--- config.mk ---
export PLATFORM = sky130hd
export DESIGN_NAME = exc_entry_seq
export DESIGN_NICKNAME = d
export VERILOG_FILES = /design/src/rtl/exc_seq_pkg.sv /design/src/rtl/exc_seq_ctrl.sv /design/src/rtl/exc_ctx_regs.sv /design/src/rtl/exc_bus_drv.sv /design/src/rtl/exc_entry_seq.sv
export SDC_FILE = /design/constraint.sdc
export NUM_CORES = 1
export LEC_CHECK = 0
export BUFFER_PORTS_ARGS = -buffer_cell sky130_fd_sc_hd__buf_4
export CELL_PAD_IN_SITES_DETAIL_PLACEMENT = 1
export CELL_PAD_IN_SITES_GLOBAL_PLACEMENT = 1
export CORE_AREA = 3 3 150 152
export CTS_CLUSTER_SIZE = 16
export DETAILED_ROUTE_END_ITERATION = 7
export DIE_AREA = 0 0 153 155
export PLACE_DENSITY_LB_ADDON = 0.1
export SKIP_LAST_GASP = 1
export SLEW_MARGIN = 20
export SYNTH_ARGS = -nofsm -noshare
export SYNTH_HDL_FRONTEND = slang
export SYNTH_SLANG_ARGS = --single-unit
--- constraint.sdc ---
create_clock -name clk_i -period 4.8 [get_ports clk_i]
set_input_delay 0 -clock clk_i [delete_from_list [all_inputs] [get_ports clk_i]]
set_output_delay 0 -clock clk_i [all_outputs]
set_load 0.01 [all_outputs]
--- src/rtl/exc_seq_pkg.sv ---
package exc_seq_pkg;
  typedef enum logic [1:0] {
    KIND_RESET = 2'd0,
    KIND_IRQ   = 2'd1,
    KIND_TRAP  = 2'd2
  } kind_t;

  typedef enum logic [3:0] {
    ST_IDLE, ST_PF0, ST_PF1, ST_INT0,
    ST_PUSH_L, ST_PUSH_H, ST_PUSH_X,
    ST_VEC_H, ST_VEC_L, ST_INT1, ST_FETCH
  } step_t;

  function automatic kind_t decode_kind(input logic [1:0] t);
    case (t)
      2'd0:    return KIND_RESET;
      2'd1:    return KIND_IRQ;
      default: return KIND_TRAP;
    endcase
  endfunction
endpackage

--- src/rtl/exc_seq_ctrl.sv ---
module exc_seq_ctrl
  import exc_seq_pkg::*;
(
  input  logic  clk_i,
  input  logic  rst_ni,
  input  logic  req_i,
  input  kind_t kind_i,
  input  logic  wake_i,
  input  logic  rdy_i,
  output step_t step_o,
  output kind_t kind_o,
  output logic  pf_int_o,
  output logic  start_o,
  output logic  done_o
);
  step_t step_q, step_d;
  kind_t kind_q;
  logic  wake_q, done_q, accept;

  // reset preempts anything; other kinds only from idle
  assign accept   = req_i && (step_q == ST_IDLE || kind_i == KIND_RESET);
  assign pf_int_o = (step_q == ST_PF0) && (kind_q == KIND_IRQ) && wake_q;

  always_comb begin
    step_d = step_q;
    if (accept) begin
      step_d = (kind_i == KIND_RESET) ? ST_VEC_H : ST_PF0;
    end else begin
      case (step_q)
        ST_PF0:    if (pf_int_o || rdy_i) step_d = (kind_q == KIND_TRAP) ? ST_PF1 : ST_INT0;
        ST_PF1:    if (rdy_i) step_d = ST_INT0;
        ST_INT0:   step_d = ST_PUSH_L;
        ST_PUSH_L: if (rdy_i) step_d = ST_PUSH_H;
        ST_PUSH_H: if (rdy_i) step_d = ST_PUSH_X;
        ST_PUSH_X: if (rdy_i) step_d = ST_VEC_H;
        ST_VEC_H:  if (rdy_i) step_d = ST_VEC_L;
        ST_VEC_L:  if (rdy_i) step_d = ST_INT1;
        ST_INT1:   step_d = ST_FETCH;
        ST_FETCH:  if (rdy_i) step_d = ST_IDLE;
        default:   step_d = ST_IDLE;
      endcase
    end
  end

  always_ff @(posedge clk_i or negedge rst_ni) begin
    if (!rst_ni) begin
      step_q <= ST_IDLE;
      kind_q <= KIND_RESET;
      wake_q <= 1'b0;
      done_q <= 1'b0;
    end else begin
      step_q <= step_d;
      done_q <= (step_q == ST_FETCH) && rdy_i && !accept;
      if (accept) begin
        kind_q <= kind_i;
        wake_q <= wake_i && (kind_i == KIND_IRQ);
      end
    end
  end

  assign step_o  = step_q;
  assign kind_o  = kind_q;
  assign start_o = accept;
  assign done_o  = done_q;
endmodule

--- src/rtl/exc_ctx_regs.sv ---
module exc_ctx_regs
  import exc_seq_pkg::*;
#(
  parameter int DW = 16,
  parameter int XW = 8,
  localparam int AW = 2 * DW,
  localparam int WB = DW / 8
) (
  input  logic          clk_i,
  input  logic          rst_ni,
  input  logic          start_i,
  input  step_t         step_i,
  input  logic          rdy_i,
  input  logic [AW-1:0] pc_i,
  input  logic [XW-1:0] exr_i,
  input  logic [AW-1:0] vec_i,
  input  logic [AW-1:0] sp_i,
  input  logic [DW-1:0] rdata_i,
  output logic [AW-1:0] pc_o,
  output logic [XW-1:0] exr_o,
  output logic [AW-1:0] vec_o,
  output logic [AW-1:0] sp_o,
  output logic [AW-1:0] handler_o
);
  logic is_push;
  assign is_push = (step_i == ST_PUSH_L) || (step_i == ST_PUSH_H) || (step_i == ST_PUSH_X);

  always_ff @(posedge clk_i or negedge rst_ni) begin
    if (!rst_ni) begin
      pc_o      <= '0;
      exr_o     <= '0;
      vec_o     <= '0;
      sp_o      <= '0;
      handler_o <= '0;
    end else if (start_i) begin
      pc_o  <= pc_i;
      exr_o <= exr_i;
      vec_o <= vec_i;
      sp_o  <= sp_i;
    end else if (rdy_i) begin
      if (is_push) sp_o <= sp_o - AW'(WB);
      if (step_i == ST_VEC_H) handler_o[AW-1:DW] <= rdata_i;
      if (step_i == ST_VEC_L) handler_o[DW-1:0]  <= rdata_i;
    end
  end
endmodule

--- src/rtl/exc_bus_drv.sv ---
module exc_bus_drv
  import exc_seq_pkg::*;
#(
  parameter int DW = 16,
  parameter int XW = 8,
  localparam int AW = 2 * DW,
  localparam int WB = DW / 8
) (
  input  step_t         step_i,
  input  kind_t         kind_i,
  input  logic          pf_int_i,
  input  logic [AW-1:0] pc_i,
  input  logic [XW-1:0] exr_i,
  input  logic [AW-1:0] vec_i,
  input  logic [AW-1:0] sp_i,
  input  logic [AW-1:0] handler_i,
  output logic          req_o,
  output logic          int_o,
  output logic          we_o,
  output logic          lock_o,
  output logic [AW-1:0] addr_o,
  output logic [DW-1:0] wdata_o
);
  always_comb begin
    req_o   = 1'b0;
    int_o   = 1'b0;
    we_o    = 1'b0;
    lock_o  = 1'b0;
    addr_o  = '0;
    wdata_o = '0;
    case (step_i)
      ST_PF0: begin
        if (pf_int_i) int_o = 1'b1;
        else begin
          req_o  = 1'b1;
          addr_o = (kind_i == KIND_TRAP) ? pc_i : pc_i + AW'(WB);
        end
      end
      ST_PF1: begin
        req_o  = 1'b1;
        addr_o = pc_i + AW'(WB);
      end
      ST_INT0, ST_INT1: int_o = 1'b1;
      ST_PUSH_L, ST_PUSH_H, ST_PUSH_X: begin
        req_o  = 1'b1;
        we_o   = 1'b1;
        addr_o = sp_i - AW'(WB);
        case (step_i)
          ST_PUSH_L: wdata_o = pc_i[DW-1:0];
          ST_PUSH_H: wdata_o = pc_i[AW-1:DW];
          default:   wdata_o = DW'(exr_i);
        endcase
      end
      ST_VEC_H: begin
        req_o  = 1'b1;
        lock_o = 1'b1;
        addr_o = vec_i;
      end
      ST_VEC_L: begin
        req_o  = 1'b1;
        addr_o = vec_i + AW'(WB);
      end
      ST_FETCH: begin
        req_o  = 1'b1;
        addr_o = handler_i;
      end
      default: ;
    endcase
  end
endmodule

--- src/rtl/exc_entry_seq.sv ---
module exc_entry_seq
  import exc_seq_pkg::*;
#(
  parameter int DW = 16,
  parameter int XW = 8,
  localparam int AW = 2 * DW
) (
  input  logic          clk_i,
  input  logic          rst_ni,
  input  logic          req_i,
  input  logic [1:0]    type_i,
  input  logic          wake_i,
  input  logic [AW-1:0] vec_addr_i,
  input  logic [AW-1:0] pc_i,
  input  logic [XW-1:0] exr_i,
  input  logic [AW-1:0] sp_i,
  output logic          bus_req_o,
  output logic          bus_int_o,
  output logic          bus_we_o,
  output logic          bus_lock_o,
  output logic [AW-1:0] bus_addr_o,
  output logic [DW-1:0] bus_wdata_o,
  input  logic [DW-1:0] bus_rdata_i,
  input  logic          bus_rdy_i,
  output logic [AW-1:0] handler_o,
  output logic [AW-1:0] sp_o,
  output logic          busy_o,
  output logic          done_o
);
  step_t         step;
  kind_t         kind;
  logic          pf_int, start;
  logic [AW-1:0] pc_q, vec_q, sp_q, hand_q;
  logic [XW-1:0] exr_q;

  exc_seq_ctrl u_ctrl (
    .clk_i    (clk_i),
    .rst_ni   (rst_ni),
    .req_i    (req_i),
    .kind_i   (decode_kind(type_i)),
    .wake_i   (wake_i),
    .rdy_i    (bus_rdy_i),
    .step_o   (step),
    .kind_o   (kind),
    .pf_int_o (pf_int),
    .start_o  (start),
    .done_o   (done_o)
  );

  exc_ctx_regs #(.DW(DW), .XW(XW)) u_ctx (
    .clk_i     (clk_i),
    .rst_ni    (rst_ni),
    .start_i   (start),
    .step_i    (step),
    .rdy_i     (bus_rdy_i),
    .pc_i      (pc_i),
    .exr_i     (exr_i),
    .vec_i     (vec_addr_i),
    .sp_i      (sp_i),
    .rdata_i   (bus_rdata_i),
    .pc_o      (pc_q),
    .exr_o     (exr_q),
    .vec_o     (vec_q),
    .sp_o      (sp_q),
    .handler_o (hand_q)
  );

  exc_bus_drv #(.DW(DW), .XW(XW)) u_drv (
    .step_i    (step),
    .kind_i    (kind),
    .pf_int_i  (pf_int),
    .pc_i      (pc_q),
    .exr_i     (exr_q),
    .vec_i     (vec_q),
    .sp_i      (sp_q),
    .handler_i (hand_q),
    .req_o     (bus_req_o),
    .int_o     (bus_int_o),
    .we_o      (bus_we_o),
    .lock_o    (bus_lock_o),
    .addr_o    (bus_addr_o),
    .wdata_o   (bus_wdata_o)
  );

  assign handler_o = hand_q;
  assign sp_o      = sp_q;
  assign busy_o    = (step != ST_IDLE);
endmodule

==> results of run 1 <==
-- power groups by stage --
stage	Combinational [mW]	Clock [mW]	Sequential (mW)
4_1_cts	4.51	1.35	2.93
3_3_place_gp	4.30	0	2.90
6_report	4.57	1.34	2.98
2_1_floorplan	2.51	0	2.51
5_1_grt	4.89	1.40	3.05
3_5_place_dp	4.38	0	2.94
-- final timing paths --
check | cells past startpoint | slack [ns] | from | to
worst max-delay path | 7 | 1.24 | u_ctrl.step_o[1] | bus_addr_o[4]
worst min-delay path | 4 | 0.04 | req_i | u_ctrl.step_o[3]
worst max register to register | 6 | 1.82 | u_ctrl.step_o[3] | u_ctx.handler_o[4]
worst min register to register | 1 | 0.51 | u_ctx.exr_o[6] | u_ctx.exr_o[6]
max in group asynchronous | 3 | 3.36 | rst_ni | u_ctx.vec_o[18]
min in group asynchronous | 2 | 0.21 | rst_ni | u_ctx.exr_o[4]
-- area by class of cell --
cell class / instances / area, um2 / share of cell area
diodes: 1 / 2.502 / 0.0001910
clock buffers: 19 / 452.9 / 0.03457
clock inverters: 13 / 126.4 / 0.009647
inverters: 17 / 63.81 / 0.004871
multi-input cells: 755 / 5338 / 0.4074
flip-flops and latches: 144 / 3603 / 0.2751
well taps: 275 / 344.1 / 0.02627
repair buffers: 378 / 3169 / 0.2419
-- cell families after synthesis --
group	count (synthesis)	share of synthesized area
AO/OA/AOI/OAI	190	0.1367
XOR/XNOR	81	0.07657
adder cells (fa/ha/maj)	3	0.004052
buffers and inverters	80	0.03579
flip-flops	144	0.3889
multiplexers	126	0.1507
AND/OR/NAND/NOR	355	0.2073
-- synthesized netlist by cell type (9+ instances only) --
cell type / n
nand4_1: 11
mux2_1: 43
xnor2_1: 43
o21ai_0: 27
buf_2: 22
a21oi_1: 63
nand2b_1: 9
and3_1: 13
nand2_1: 63
nor2_1: 95
o21ai_1: 9
clkbuf_1: 32
xor2_1: 38
nand3_1: 40
mux2_2: 65
dfrtp_1: 144
a22oi_1: 13
mux2i_1: 18
nor4_1: 30
inv_1: 16
a222oi_1: 13
nor3_1: 23
-- timing repair --
item | CTS | global route
endpoints found under the hold margin | 238 | 0
buffers inserted | 0 | 0
hold buffers | 126 | 0
-- cell usage in the layout (no fill, tap or decap), types with 6 or more instances in the layout --
master	n
clkbuf_16	17
o21ai_0	27
a222oi_1	13
and4_1	7
o221ai_1	6
and3_1	13
dlygate4sd3_1	126
xnor2_1	43
dfrtp_1	144
mux2i_1	18
nor3_1	23
a22oi_1	13
nand4_1	11
and2_1	8
nand2b_1	9
nand2_1	63
nor4_1	30
mux2_1	43
nor2_1	95
or3_1	8
inv_1	16
nand3_1	40
o211ai_1	7
o21ai_1	9
mux2_2	65
buf_4	250
xor2_1	38
a21oi_1	63
-- registers in the layout (all words and copies together), names as in the netlist --
register and cells:
u_ctx.vec_o 32, u_ctx.sp_o 32, u_ctx.exr_o 8, u_ctrl.done_o 1, u_ctx.handler_o 32, u_ctrl.kind_o 2
u_ctx.pc_o 32, u_ctrl.step_o 4, u_ctrl.wake_q 1
-- tightest hold or removal path: stages --
cell,delay [ns]
buf_4,0.10
a21oi_4,0.06
nand2_1,0.15
o22ai_1,0.10
-- layer usage --
| layer | vias up | GRT usage | wire length (um) |
|---|---|---|---|
| met1 | 4783 | 0.3940 | 15350 |
| met3 | 84 | 0.07038 | 2932 |
| met5 | - | 0 | 11 |
| met4 | 2 | 0.1256 | 1449 |
| li1 | 4269 | - | - |
| met2 | 461 | 0.5566 | 19190 |
==> run metrics, run 1 <==
critical path type=register to output pin; max-cap check violation count=0; Power Total=a little under 9 mW; final non-filler cell total=roughly 1600; Die Y-Extent=~160 um; final wirelength=between 30 and 40 mm; Most common cell on crit path=nor2_1; DR vias=9599; outcome=complete, no violations; WL/cell=24.30 um; Synth top area share=0.3889; Worst EP arrival=3.56 ns; pin count of the biggest net entering global routing=143; clock slew at reported path FFs=0.06 ns; layout net count=1443; Synth Register Bits=144; vias per cell=5.992; Final Max Slew Viols=0; I/O Pins=~250; Pwr Density=~680 nW/um2; CP Cell Sequence=or4b_1 -> nor2_1 -> nor2_1 -> a311oi_1 -> a221oi_1 -> o311ai_1 -> buf_4; delay-heaviest family, CP=simple AND/OR/NAND/NOR gates; CP bufs+invs=1; clk_lat worst skew=about 0.43 ns; fillers=around 2300; cell count after synthesis=979; required time of the critical path=4.80 ns; Synth Warn #=0; post-synth net total=about 1100; final worst slack=around 1.2 ns; proportion of synthesized chip area in sequential cells=0.3889; Critical Path Sink Type=output pin; H-tree Lvls=4; area delta synth->final=41.39%; Fin Hold WS=roughly 0.035 ns; Final period util=0.7422; Post-DRT Antenna Nets=0; number of global-route vias before repair=a little over 10000; CTS max path bufs=2; Max FO, Critical Path=27; initial antenna violation count=2; Worst-Margin Slew=1.145 ns; Comb pwr share=0.514; DRC errors left=0; Resize count post-CTS=0; Max Clk Rate=0.2807 GHz; Post-Layout Inst Area=13100 um2; maximum vdd drop=between 0.0004 and 0.0005 V; Critical Path Max Stage Delay=0.87 ns; top cells by area, synth=dfrtp_1 39%, mux2_2 7.9%, mux2_1 5.2%; placed insts=between 1000 and 1500; setup TNS=0 ns; Seq pwr share=0.335; dominant synthesized flop cell=dfrtp_1; grt ovf=0; Layout Skew=~0.012 ns; Int Pwr=about 4.7 mW; Pre-antenna DRT Iters=8; Row Count=53; utilization after layout=0.6193; Netlist cell types=between 70 and 80; critical path's slowest cell=nor2_1; Setup WS pre-CTS=about 1.8 ns; first-pass GRT wire length=59.60 mm; Lkg Pwr=5.504 nW; Iter 0 DRT Violations=895; min-delay worst type=input pin to register; CTS Buf Count=17; dpl cell area=approximately 11000 um2; Avg Inst Size Synth=between 9 and 10 um2; die width=153 um; IO Port Bufs=244; Setup crit start kind=register; Post-Syn Area=~9000 um2; DP HPWL=26.98 mm; clock root buffer=clkbuf_16; crit path time final=3.562 ns; die area=23720 um2; TritonCTS clock tree=built; RSZ-0062 raised after global routing=false; area leader, netlist=dfrtp_1; Clock power frac=0.150; Post-synth ARST share=1.000; Final setup viols=0; Initial Util=0.4380; Hold Fails Final Rpt=0; Switching Share=0.4687; share of layout cells above drive strength 1=0.2858; Max-Slew Margin vs Limit=0.2341; GRT Overall Usage=0.3217; Placer Congestion=slightly below 1; Sink Count=between 100 and 150; number of synthesized flops with an enable pin=0; net switching power=4.166 mW; CORE AREA=roughly 21000 um2
Power figures use the tool's default switching activity.
==> inputs of run 2 (changes only) <==
--- a/config.mk
+++ b/config.mk
@@ -8,10 +8,10 @@
 export BUFFER_PORTS_ARGS = -buffer_cell sky130_fd_sc_hd__buf_4
 export CELL_PAD_IN_SITES_DETAIL_PLACEMENT = 1
 export CELL_PAD_IN_SITES_GLOBAL_PLACEMENT = 1
-export CORE_AREA = 3 3 150 152
+export CORE_AREA = 3 3 163 165
 export CTS_CLUSTER_SIZE = 16
 export DETAILED_ROUTE_END_ITERATION = 7
-export DIE_AREA = 0 0 153 155
+export DIE_AREA = 0 0 166 168
 export PLACE_DENSITY_LB_ADDON = 0.1
 export SKIP_LAST_GASP = 1
 export SLEW_MARGIN = 20
==> constraint.sdc (replaced) <==
create_clock -name clk_i -period 3 [get_ports clk_i]
set_input_delay 0 -clock clk_i [delete_from_list [all_inputs] [get_ports clk_i]]
set_output_delay 0 -clock clk_i [all_outputs]
set_load 0.01 [all_outputs]
==> run 2 against run 1 <==
Net effect: power rose by 63%; sequential power grew 58%; hold slack better by 0.032 ns; design area increased by 3.7%; wire length up 1.3%; clock skew is 0.0025 ns lower; die area rose by 18%; critical path type unchanged; highest routed layer is now met4.
==> run metrics, run 2 (synthesized netlist as in run 1, its figures left out) <==
Comb pwr share=0.529 (+0.015); final wirelength=39.44 mm (+1.3%); clk_lat worst skew=0.43 ns (about the same); GRT Overall Usage=0.2761 (-0.04560); Row Count=58 (+9.4%); TritonCTS clock tree=built; critical path type=register to output pin; clock slew at reported path FFs=0.07 ns (about the same); H-tree Lvls=4 (unchanged); Max Clk Rate=around 0.34 GHz; net switching power=6.819 mW (+64%); Seq pwr share=0.323 (-0.012); Iter 0 DRT Violations=789 (-12%); I/O Pins=245 (unchanged); DRC errors left=0 (unchanged); Final setup viols=0 (unchanged); DR vias=9517 (-0.85%); Initial Util=0.3679 (-0.07005); number of global-route vias before repair=9943 (-1.1%); Die Y-Extent=168 um (+8.4%); Switching Share=0.4696 (+0.0008841); Clock power frac=0.148 (-0.002); Hold Fails Final Rpt=0 (unchanged); min-delay worst type=input pin to register; Power Total=14.52 mW (+63%); die area=27890 um2 (+18%); Max-Slew Margin vs Limit=0.5140 (+0.2799); highest-count cells in the layout ignoring fill and taps=276 x buf_4, 141 x dfrtp_1, 126 x dlygate4sd3_1, 94 x nor2_1, 65 x mux2_2; vias per cell=5.638 (-5.9%); CORE AREA=25180 um2 (+19%); Final period util=0.9713; WL/cell=23.37 um (-3.8%); CP Cell Sequence=nor4_4 -> nand3_2 -> or3_4 -> xor2_2 -> nor2_1 -> or4_1 -> buf_4; Worst-Margin Slew=0.7283 ns (-0.4164 ns); Worst EP arrival=2.91 ns (-0.65 ns); Final Max Slew Viols=0 (unchanged); placed insts=1522 (+5.5%); dpl cell area=11540 um2 (+2.5%); Placer Congestion=0.9426 (-3.0%); Pre-antenna DRT Iters=8 (unchanged); Sink Count=144 (unchanged); Lkg Pwr=5.696 nW (+3.5%); critical path's slowest cell=or4_1; die width=166 um (+8.5%); final non-filler cell total=1688 (+5.4%); RSZ-0062 raised after global routing=true; Int Pwr=7.701 mW (+63%); first-pass GRT wire length=60.13 mm (+0.90%); pin count of the biggest net entering global routing=80 (-44%); grt ovf=0 (unchanged); share of layout cells above drive strength 1=0.3176 (+0.03179); crit path time final=between 2 and 3 ns; CTS max path bufs=2 (unchanged); max-cap check violation count=0 (unchanged); DP HPWL=28.89 mm (+7.1%); IO Port Bufs=244 (unchanged); Post-Layout Inst Area=13580 um2 (+3.7%); Pwr Density=1069 nW/um2 (+58%); required time of the critical path=3.00 ns (-1.80 ns); commonest non-fill, non-tap cell in the layout=buf_4; Critical Path Sink Type=output pin; Setup crit start kind=register; outcome=complete, no violations; maximum vdd drop=0.0005527 V (+13%); area delta synth->final=46.58%; clock root buffer=clkbuf_16; CTS Buf Count=17 (unchanged); fillers=2849 (+22%); Max FO, Critical Path=6 (-78%); layout net count=1474 (+2.1%); Layout Skew=0.009539 ns (-0.002501 ns); initial antenna violation count=1 (-1); Critical Path Max Stage Delay=0.53 ns (-0.34 ns); Post-DRT Antenna Nets=0 (unchanged)
## run 2: repair_timing
item / 4_1_cts / 5_1_grt
setup endpoints to repair: 2 / 20
setup buffers: 1 / 6
hold buffers: 126 / 0
pin swaps: 1 / 6
gates resized for setup: 1 / 26
hold endpoints to repair: 209 / 0
## run 2: path summary, 6_finish.rpt
kind                                  start          endpoint  slack, ns  cells past startpoint
max                           u_ctx.sp_o[7]    bus_addr_o[13]       0.09                      7
min                                   req_i  u_ctrl.step_o[3]       0.07                      4
max reg2reg                u_ctrl.step_o[0]     u_ctrl.wake_q       0.56                      7
min reg2reg                  u_ctx.vec_o[0]    u_ctx.vec_o[0]       0.50                      1
max in group asynchronous            rst_ni    u_ctx.pc_o[30]       1.91                      4
min in group asynchronous            rst_ni    u_ctx.exr_o[5]       0.16                      2
## run 2: power by group through the flow
| stage | sequential [mW] | clock (mW) | combinational, mW |
|---|---|---|---|
| floorplan | 4.02 | 0 | 4.02 |
| global placement | 4.59 | 0 | 7.32 |
| detailed placement | 4.62 | 0 | 7.38 |
| CTS | 4.60 | 2.19 | 7.58 |
| global route | 4.84 | 2.27 | 8.24 |
| finish | 4.70 | 2.15 | 7.68 |
## run 2: final cells by class
type	count	area, um2	area share
Antenna cell	1	2.502	0.0001843
Clock buffer	17	425.4	0.03132
Clock inverter	15	146.4	0.01078
Inverter	17	63.81	0.004699
Multi-Input combinational cell	755	5466	0.4025
Sequential cell	144	3607	0.2656
Tap cell	330	412.9	0.03040
Timing Repair Buffer	409	3456	0.2545
## run 2: worst max-delay path, delay by kind of cell, from the launching register on
kind,cells,cell delay [ns]
simple gates,5,1.61
flops,1,0.50
xor+xnor,1,0.19
buf+inv,1,0.18
## run 2: routing by layer
layer,vias to the layer above,track usage,part of all wire
li1,4336,-,-
met5,-,0,0
met4,0,0.09222,0.029
met3,55,0.05682,0.059
met2,328,0.4717,0.50
met1,4798,0.3509,0.41
## run 2: metrics by stage
step                      setup WS (ns)  hold WS (ns)  TNS (ns)    util
after floorplan                  0.7428       -0.2956         0       -
after global placement           0.4831       0.06715         0  0.4584
after detailed placement         0.3875       0.07821         0  0.4584
after CTS                      -0.02125       0.05675  -0.02125  0.5318
after global routing           -0.01094       0.08298  -0.02119  0.5393
final                           0.08610       0.06764         0  0.5393
